[config.mk]
export PLATFORM = sky130hd
export DESIGN_NAME = tick_timer
export DESIGN_NICKNAME = d
export VERILOG_FILES = /design/src/rtl/tick_pkg.sv /design/src/rtl/tick_ref_sync.sv /design/src/rtl/tick_down_counter.sv /design/src/rtl/tick_regs.sv /design/src/rtl/tick_timer.sv
export SDC_FILE = /design/constraint.sdc
export NUM_CORES = 1
export LEC_CHECK = 0
export BUFFER_PORTS_ARGS = -buffer_cell sky130_fd_sc_hd__clkbuf_2
export CORE_AREA = 3 3 90 92
export CTS_BUF_LIST = sky130_fd_sc_hd__clkbuf_2 sky130_fd_sc_hd__clkbuf_4 sky130_fd_sc_hd__clkbuf_8
export DETAILED_ROUTE_END_ITERATION = 10
export DIE_AREA = 0 0 93 95
export HOLD_SLACK_MARGIN = 0.1
export MAX_ROUTING_LAYER = met4
export PLACE_DENSITY_LB_ADDON = 0.12
export REMOVE_ABC_BUFFERS = 1
export SLEW_MARGIN = 25
export SYNTH_ARGS = -nofsm -noshare
export SYNTH_HDL_FRONTEND = slang
export SYNTH_SLANG_ARGS = --single-unit
[constraint.sdc]
create_clock -name clk -period 2.25 [get_ports clk]
set_input_delay 0.45 -clock clk [delete_from_list [all_inputs] [get_ports clk]]
set_output_delay 0.45 -clock clk [all_outputs]
set_load 0.01 [all_outputs]
[src/rtl/tick_pkg.sv]
`timescale 1ns/1ps
package tick_pkg;
  localparam int DATA_W = 32;
  localparam int ADDR_W = 2;

  localparam logic [ADDR_W-1:0] IDX_CTRL    = 2'd0;
  localparam logic [ADDR_W-1:0] IDX_RELOAD  = 2'd1;
  localparam logic [ADDR_W-1:0] IDX_CURRENT = 2'd2;

  localparam int BIT_EN   = 0;
  localparam int BIT_IRQ  = 1;
  localparam int BIT_SRC  = 2;
  localparam int BIT_FLAG = 16;

  typedef struct packed {
    logic src;   // 1 = core clock ticks
    logic irq;   // raise pend on zero
    logic en;    // counter running
  } tick_ctrl_t;
endpackage

[src/rtl/tick_ref_sync.sv]
`timescale 1ns/1ps
// Brings the reference clock into the core domain and marks its rising edges.
module tick_ref_sync #(
  parameter int STAGES = 2
) (
  input  logic clk,
  input  logic rst_n,
  input  logic ref_in,
  output logic ref_rise
);
  localparam int LAST = STAGES;

  logic [LAST:0] chain_q;

  always_ff @(posedge clk) begin
    if (!rst_n) chain_q <= '0;
    else        chain_q <= {chain_q[LAST-1:0], ref_in};
  end

  // chain_q[STAGES-1] is the synchronised level, chain_q[STAGES] its delayed copy
  assign ref_rise = chain_q[LAST-1] & ~chain_q[LAST];

  // one rising edge yields exactly one tick
  a_r9_rise_single: assert property (@(posedge clk) disable iff (!rst_n)
    ref_rise |=> !ref_rise);
endmodule

[src/rtl/tick_down_counter.sv]
`timescale 1ns/1ps
// Reloading down-counter; reports the 1 -> 0 transition as a strobe.
module tick_down_counter #(
  parameter int CNT_W = 24
) (
  input  logic             clk,
  input  logic             rst_n,
  input  logic             run,
  input  logic             step,
  input  logic             clear,
  input  logic [CNT_W-1:0] reload,
  output logic [CNT_W-1:0] count,
  output logic             zero_hit
);
  localparam logic [CNT_W-1:0] ONE = CNT_W'(1);

  logic [CNT_W-1:0] count_q;
  logic             advance;

  assign advance  = run & step & ~clear;
  assign zero_hit = advance & (count_q == ONE);
  assign count    = count_q;

  always_ff @(posedge clk) begin
    if (!rst_n) begin
      count_q <= '0;
    end else if (clear) begin
      count_q <= '0;
    end else if (advance) begin
      if (count_q == '0) count_q <= reload;
      else               count_q <= count_q - ONE;
    end
  end

  // a stopped counter keeps its value
  a_r4_halt_holds: assert property (@(posedge clk) disable iff (!rst_n)
    (!run && !clear) |=> $stable(count_q));
  // a clear lands on zero
  a_r11_clear_zero: assert property (@(posedge clk) disable iff (!rst_n)
    clear |=> (count_q == '0));
  // a tick taken at zero picks up the reload value
  a_r3_reload_at_zero: assert property (@(posedge clk) disable iff (!rst_n)
    (advance && count_q == '0) |=> (count_q == $past(reload)));
endmodule

[src/rtl/tick_regs.sv]
`timescale 1ns/1ps
// Register decode, control bits, sticky zero flag and pend pulse.
module tick_regs
  import tick_pkg::*;
#(
  parameter int CNT_W   = 24,
  parameter bit HAS_REF = 1'b1
) (
  input  logic              clk,
  input  logic              rst_n,
  input  logic              bus_en,
  input  logic              bus_we,
  input  logic [ADDR_W-1:0] bus_addr,
  input  logic [DATA_W-1:0] bus_wdata,
  input  logic              bus_dbg,
  input  logic              dbg_master_type,
  output logic [DATA_W-1:0] bus_rdata,
  input  logic [CNT_W-1:0]  count,
  input  logic              zero_hit,
  output tick_ctrl_t        ctrl,
  output logic [CNT_W-1:0]  reload,
  output logic              count_clear,
  output logic              tick_pend
);
  logic wr_ctrl, wr_reload, rd_ctrl, rd_clears;
  logic en_q, irq_q, src_bit, flag_q, pend_q;
  logic [CNT_W-1:0] reload_q;
  logic [DATA_W-1:0] ctrl_word;
  logic unused_wdata_bits;

  assign unused_wdata_bits = ^bus_wdata;

  assign wr_ctrl     = bus_en & bus_we & (bus_addr == IDX_CTRL);
  assign wr_reload   = bus_en & bus_we & (bus_addr == IDX_RELOAD);
  assign count_clear = bus_en & bus_we & (bus_addr == IDX_CURRENT);
  assign rd_ctrl     = bus_en & ~bus_we & (bus_addr == IDX_CTRL);
  assign rd_clears   = rd_ctrl & (~bus_dbg | ~dbg_master_type);

  always_ff @(posedge clk) begin
    if (!rst_n) begin
      en_q     <= 1'b0;
      irq_q    <= 1'b0;
      reload_q <= '0;
    end else begin
      if (wr_ctrl) begin
        en_q  <= bus_wdata[BIT_EN];
        irq_q <= bus_wdata[BIT_IRQ];
      end
      if (wr_reload) reload_q <= bus_wdata[CNT_W-1:0];
    end
  end

  generate
    if (HAS_REF) begin : g_src_reg
      logic src_q;
      always_ff @(posedge clk) begin
        if (!rst_n)       src_q <= 1'b0;
        else if (wr_ctrl) src_q <= bus_wdata[BIT_SRC];
      end
      assign src_bit = src_q;
    end else begin : g_src_fixed
      assign src_bit = 1'b1;
    end
  endgenerate

  // Flag: a count write wins, then a new zero event, then a clearing read.
  always_ff @(posedge clk) begin
    if (!rst_n) begin
      flag_q <= 1'b0;
      pend_q <= 1'b0;
    end else begin
      if (count_clear)    flag_q <= 1'b0;
      else if (zero_hit)  flag_q <= 1'b1;
      else if (rd_clears) flag_q <= 1'b0;
      pend_q <= zero_hit & irq_q;
    end
  end

  assign ctrl.en    = en_q;
  assign ctrl.irq   = irq_q;
  assign ctrl.src   = src_bit;
  assign reload     = reload_q;
  assign tick_pend  = pend_q;

  always_comb begin
    ctrl_word           = '0;
    ctrl_word[BIT_EN]   = en_q;
    ctrl_word[BIT_IRQ]  = irq_q;
    ctrl_word[BIT_SRC]  = src_bit;
    ctrl_word[BIT_FLAG] = flag_q;
    bus_rdata = '0;
    if (bus_en && !bus_we) begin
      case (bus_addr)
        IDX_CTRL:    bus_rdata = ctrl_word;
        IDX_RELOAD:  bus_rdata = DATA_W'(reload_q);
        IDX_CURRENT: bus_rdata = DATA_W'(count);
        default:     bus_rdata = '0;
      endcase
    end
  end

  // pend is a single-cycle pulse
  a_r6_pend_one_cycle: assert property (@(posedge clk) disable iff (!rst_n)
    tick_pend |=> !tick_pend);
  // a pend never appears without the flag
  a_r5_pend_has_flag: assert property (@(posedge clk) disable iff (!rst_n)
    tick_pend |-> flag_q);
  // debugger read with master type 1 keeps the flag
  a_r8_dbg_keeps_flag: assert property (@(posedge clk) disable iff (!rst_n)
    (rd_ctrl && bus_dbg && dbg_master_type && flag_q) |=> flag_q);
  // software read clears the flag when no new zero arrives
  a_r7_sw_read_clears: assert property (@(posedge clk) disable iff (!rst_n)
    (rd_ctrl && !bus_dbg && !zero_hit) |=> !flag_q);
  // a count write leaves the flag clear and raises no pend
  a_r11_write_quiet: assert property (@(posedge clk) disable iff (!rst_n)
    count_clear |=> (!flag_q && !tick_pend));
endmodule

[src/rtl/tick_timer.sv]
`timescale 1ns/1ps
module tick_timer
  import tick_pkg::*;
#(
  parameter int CNT_W       = 24,
  parameter bit HAS_REF     = 1'b1,
  parameter int SYNC_STAGES = 2
) (
  input  logic              clk,
  input  logic              rst_n,
  input  logic              bus_en,
  input  logic              bus_we,
  input  logic [ADDR_W-1:0] bus_addr,
  input  logic [DATA_W-1:0] bus_wdata,
  input  logic              bus_dbg,
  input  logic              dbg_master_type,
  output logic [DATA_W-1:0] bus_rdata,
  input  logic              ref_clk,
  output logic              tick_pend
);
  tick_ctrl_t       ctrl;
  logic [CNT_W-1:0] reload, count;
  logic             count_clear, zero_hit, ref_rise, step;

  tick_ref_sync #(.STAGES(SYNC_STAGES)) u_sync (
    .clk      (clk),
    .rst_n    (rst_n),
    .ref_in   (ref_clk),
    .ref_rise (ref_rise)
  );

  assign step = ctrl.src ? 1'b1 : ref_rise;

  tick_down_counter #(.CNT_W(CNT_W)) u_cnt (
    .clk      (clk),
    .rst_n    (rst_n),
    .run      (ctrl.en),
    .step     (step),
    .clear    (count_clear),
    .reload   (reload),
    .count    (count),
    .zero_hit (zero_hit)
  );

  tick_regs #(.CNT_W(CNT_W), .HAS_REF(HAS_REF)) u_regs (
    .clk             (clk),
    .rst_n           (rst_n),
    .bus_en          (bus_en),
    .bus_we          (bus_we),
    .bus_addr        (bus_addr),
    .bus_wdata       (bus_wdata),
    .bus_dbg         (bus_dbg),
    .dbg_master_type (dbg_master_type),
    .bus_rdata       (bus_rdata),
    .count           (count),
    .zero_hit        (zero_hit),
    .ctrl            (ctrl),
    .reload          (reload),
    .count_clear     (count_clear),
    .tick_pend       (tick_pend)
  );
endmodule

==> results.sh <==
export IMPL_grt_max_degree=32
export IMPL_clk_latency_ns=0.31
export IMPL_die_h_um=95
export IMPL_fp_coreArea_mm2=0.007292
export IMPL_placedCellCount=603
export IMPL_leakage_nw=1.681
export IMPL_fmax_mhz=446.1
export IMPL_yosys_area_share_simple_pct=26.18
export IMPL_cp_max_fo=4
export IMPL_ios=74
export IMPL_crit_chain="buf_6 > or4_4 > or4_4 > or4_1 > a21oi_1 > o22ai_1"
export IMPL_required_ns=2.46
export IMPL_status="finished, final reports clean"
export IMPL_cts_tree="done"
export IMPL_min_path_type="in2reg"
export IMPL_p_int_mw=1.345
export IMPL_maxSlewHeadroom_pct=63.23
export IMPL_finalHoldViolations=0
export IMPL_wl_per_cell_um=16.10
export IMPL_place_area_mm2=0.003996
export IMPL_synth_compound_area_share_pct=26.41
export IMPL_ys_types=54
export IMPL_synthXorXnorAreaFrac_pct=0
export IMPL_max_cap_viol_count=0
export IMPL_combPwrFrac_pct=12.0
export IMPL_fin_total_pwr_mw=1.822
export IMPL_drt_iter0_drc=145
export IMPL_nets=557
export IMPL_via_per_inst=5.491
export IMPL_vias=3366
export IMPL_cts_htree_levels=2
export IMPL_yosys_warnings=0
export IMPL_grt_first_pass_wirelength_um=16600
export IMPL_ir_worst_vdd_v=0.0002466
export IMPL_highest_layer="met4"
export IMPL_dr_wl_met2_um=4632
export IMPL_synth_top_family_by_area="compound AO/OA/AOI/OAI gates"
export IMPL_antenna_cells=0
export IMPL_grt_usage_pct=24.26
export IMPL_netlist_instances=423
export IMPL_cts_root_buf="clkbuf_8"
export IMPL_route_met3_wl_um=391
export IMPL_antenna_found_initial=0
export IMPL_hold_buffers=0
export IMPL_synthFlopType="dfxtp_1"
export IMPL_synthMuxAreaShare_pct=4.527
export IMPL_slowest_delay_ns=0.55
export IMPL_grt_overflow_total=0
export IMPL_slowest_stage="or4_4"
export IMPL_dpl_hpwl_um=7170
export IMPL_routabilityCongestion=0.9540
export IMPL_start_util_pct=45.49
export IMPL_num_rows=31
export IMPL_synthTopCellsByArea="dfxtp_1 (34%), nand2_1 (7.4%), a21boi_0 (5.4%)"
export IMPL_period_share_pct=99.63
export IMPL_die_area_mm2=0.008835
export IMPL_cp_arrival_ns=2.45
export IMPL_async_reset_ff_share_pct=0
export IMPL_cts_made_buffers=5
export IMPL_synth_cell_area_mm2=0.003317
export IMPL_synth_largest_area_cell="dfxtp_1"
export IMPL_synth_edff_count=0
export IMPL_clockPowerShare_pct=32.3
export IMPL_holdWs_ns=0.3484
export IMPL_layoutNonFillerInstCount=613
export IMPL_worst_pin_slew_ns=0.5473
export IMPL_finalWorstSetupSlack_ns=0.008352
export IMPL_syn_to_final_growth_pct=26.10
export IMPL_synth_seq_area_share_pct=33.80
export IMPL_clockBufferDepth=2
export IMPL_period_minus_slack_ns=2.242
export IMPL_drt_first_pass_iters=4
export IMPL_critical_path_class="reg2reg"
export IMPL_cp_common_cell="or4_4"
export IMPL_drv_slew=0
export IMPL_synthDominantCellAreaShare_pct=33.80
export IMPL_die_w_um=93
export IMPL_p_per_area_mw_per_mm2=435.5
export IMPL_synth_area_per_cell_um2=7.841
export IMPL_drc=0
export IMPL_clk_pin_slew_ns=0.10
export IMPL_grt_pass1_vias=3327
export IMPL_routed_wl_um=9872
export IMPL_final_layout_size_suffix_gt1_share_pct=30.74
export IMPL_p_sw_uw=476.1
export IMPL_utilization_pct=57.36
export IMPL_synthAdderAreaFrac_pct=1.132
export IMPL_critPathLaunchType="flop"
export IMPL_fin_worst_skew_ns=0.008177
export IMPL_cts_sinks=56
export IMPL_design_area_mm2=0.004183
export IMPL_wl_met1_um=4704
export IMPL_cp_end_kind="flop"
export IMPL_p_sw_share_pct=26.14
export IMPL_fin_tns_setup_ns=0
export IMPL_setup_viol=0
export IMPL_p_seq_share_pct=55.7
export IMPL_ant_nets=0
export IMPL_synth_seq_cells=56
export IMPL_post_place_ws_ns=-0.1290
export IMPL_port_buffers=57
export IMPL_rsz0062_at_grt="yes"
flip-flops by register name, summed over array words and instances, names as in the netlist:
name and flops:
u_regs.g_src_reg.src_q 1, u_regs.en_q 1, u_regs.tick_pend 1, u_regs.reload 24, u_cnt.count 24, u_sync.chain_q 3, u_regs.irq_q 1, u_regs.flag_q 1
kinds of logic (layout without fill, tap and decap cells):
family,count (synthesis),after routing
other,1,8
multiplexers,15,15
AND/OR/NAND/NOR,174,174
flip-flops,56,56
buffers and inverters,51,135
AO/OA/AOI/OAI,123,123
adder cells (fa/ha/maj),3,3
cells in the mapped netlist, types with 2 or more instances:
cell type and n:
nor4_1 12, a21oi_1 21, o21ai_0 8, nand3_1 6, nor2b_1 7, nor2_1 39
o221a_1 3, nand4_1 3, o21a_1 4, inv_1 5, or4_1 10, nand2b_1 3
mux2i_1 15, ha_1 3, o21ai_1 9, nand2_1 65, clkbuf_1 25, or4_4 2
o211ai_1 2, dfxtp_1 56, a2bb2oi_1 2, or2_2 4, o311ai_0 2, buf_4 10
a21boi_0 24, o22ai_1 9, buf_2 7, and3_1 4, buf_6 3, a211oi_1 2
nor3_1 7, or3_1 5, and2_1 3, a31oi_1 2, a22oi_1 22
timing repair:
action / in CTS / in global routing
setup buffers: 0 / 2
pin swaps: 1 / 5
endpoints found under the setup margin: 13 / 16
endpoints found under the hold margin: 0 / 0
gates resized for setup: 6 / 16
path summary, 6_finish.rpt:
check | from | to | slack, ns | cells after the start
worst max-delay path | u_cnt.count[0]$_SDFFE_PP0P_ | u_cnt.count[17]$_SDFFE_PP0P_ | 0.008 | 6
worst min-delay path | bus_wdata[11] | u_regs.reload[11]$_SDFFE_PN0P_ | 0.35 | 3
worst max register to register | u_cnt.count[0]$_SDFFE_PP0P_ | u_cnt.count[17]$_SDFFE_PP0P_ | 0.008 | 6
worst min register to register | u_regs.irq_q$_SDFFE_PN0P_ | u_regs.tick_pend$_SDFF_PN0_ | 0.47 | 2
critical path, delay by kind of cell (launching register included):
| family | cells | cell delay [ns] |
|---|---|---|
| AO/OA/AOI/OAI | 2 | 0.24 |
| buffers and inverters | 1 | 0.11 |
| flip-flops | 1 | 0.35 |
| AND/OR/NAND/NOR | 3 | 1.43 |
layer usage:
metal	vias up	global-route usage, %
met2	83	40.91
met4	0	6.471
met5	-	-
met1	1577	30.95
li1	1692	-
met3	14	2.789
power groups by stage:
stage	clock network, mW	registers, mW	logic (mW)
4_1_cts	0.612	1.01	0.214
6_report	0.589	1.01	0.218
5_1_grt	0.641	1.02	0.242
2_1_floorplan	0	1.03	0.103
3_5_place_dp	0	1.04	0.213
3_3_place_gp	0	1.04	0.209
layout by cell type, fill, tap and decap left out, drive strengths merged, types with 2 or more instances in the layout:
cell      n
a211oi    2
a21boi   24
a21oi    22
a221oi    2
a22oi    22
a2bb2oi   2
a31oi     2
and2      3
and3      4
buf      65
clkbuf   63
clkinv    2
conb      8
dfxtp    56
ha        3
inv       5
mux2i    15
nand2    65
nand2b    3
nand3     6
nand4     3
nor2     40
nor2b     7
nor3      7
nor4     13
o211ai    2
o21a      4
o21ai    18
o221a     4
o22ai     9
o311ai    2
or2       4
or3       5
or4      12
cell type report:
class | count | area (um^2)
Clock buffer | 6 | 82.58
Clock inverter | 2 | 10.01
Fill cell | 736 | 3109
Inverter | 5 | 18.77
Multi-Input combinational cell | 323 | 2023
Sequential cell | 56 | 1124
Tap cell | 99 | 123.9
Timing Repair Buffer | 122 | 800.8
Note: power is estimated with default switching activity, not from simulation.
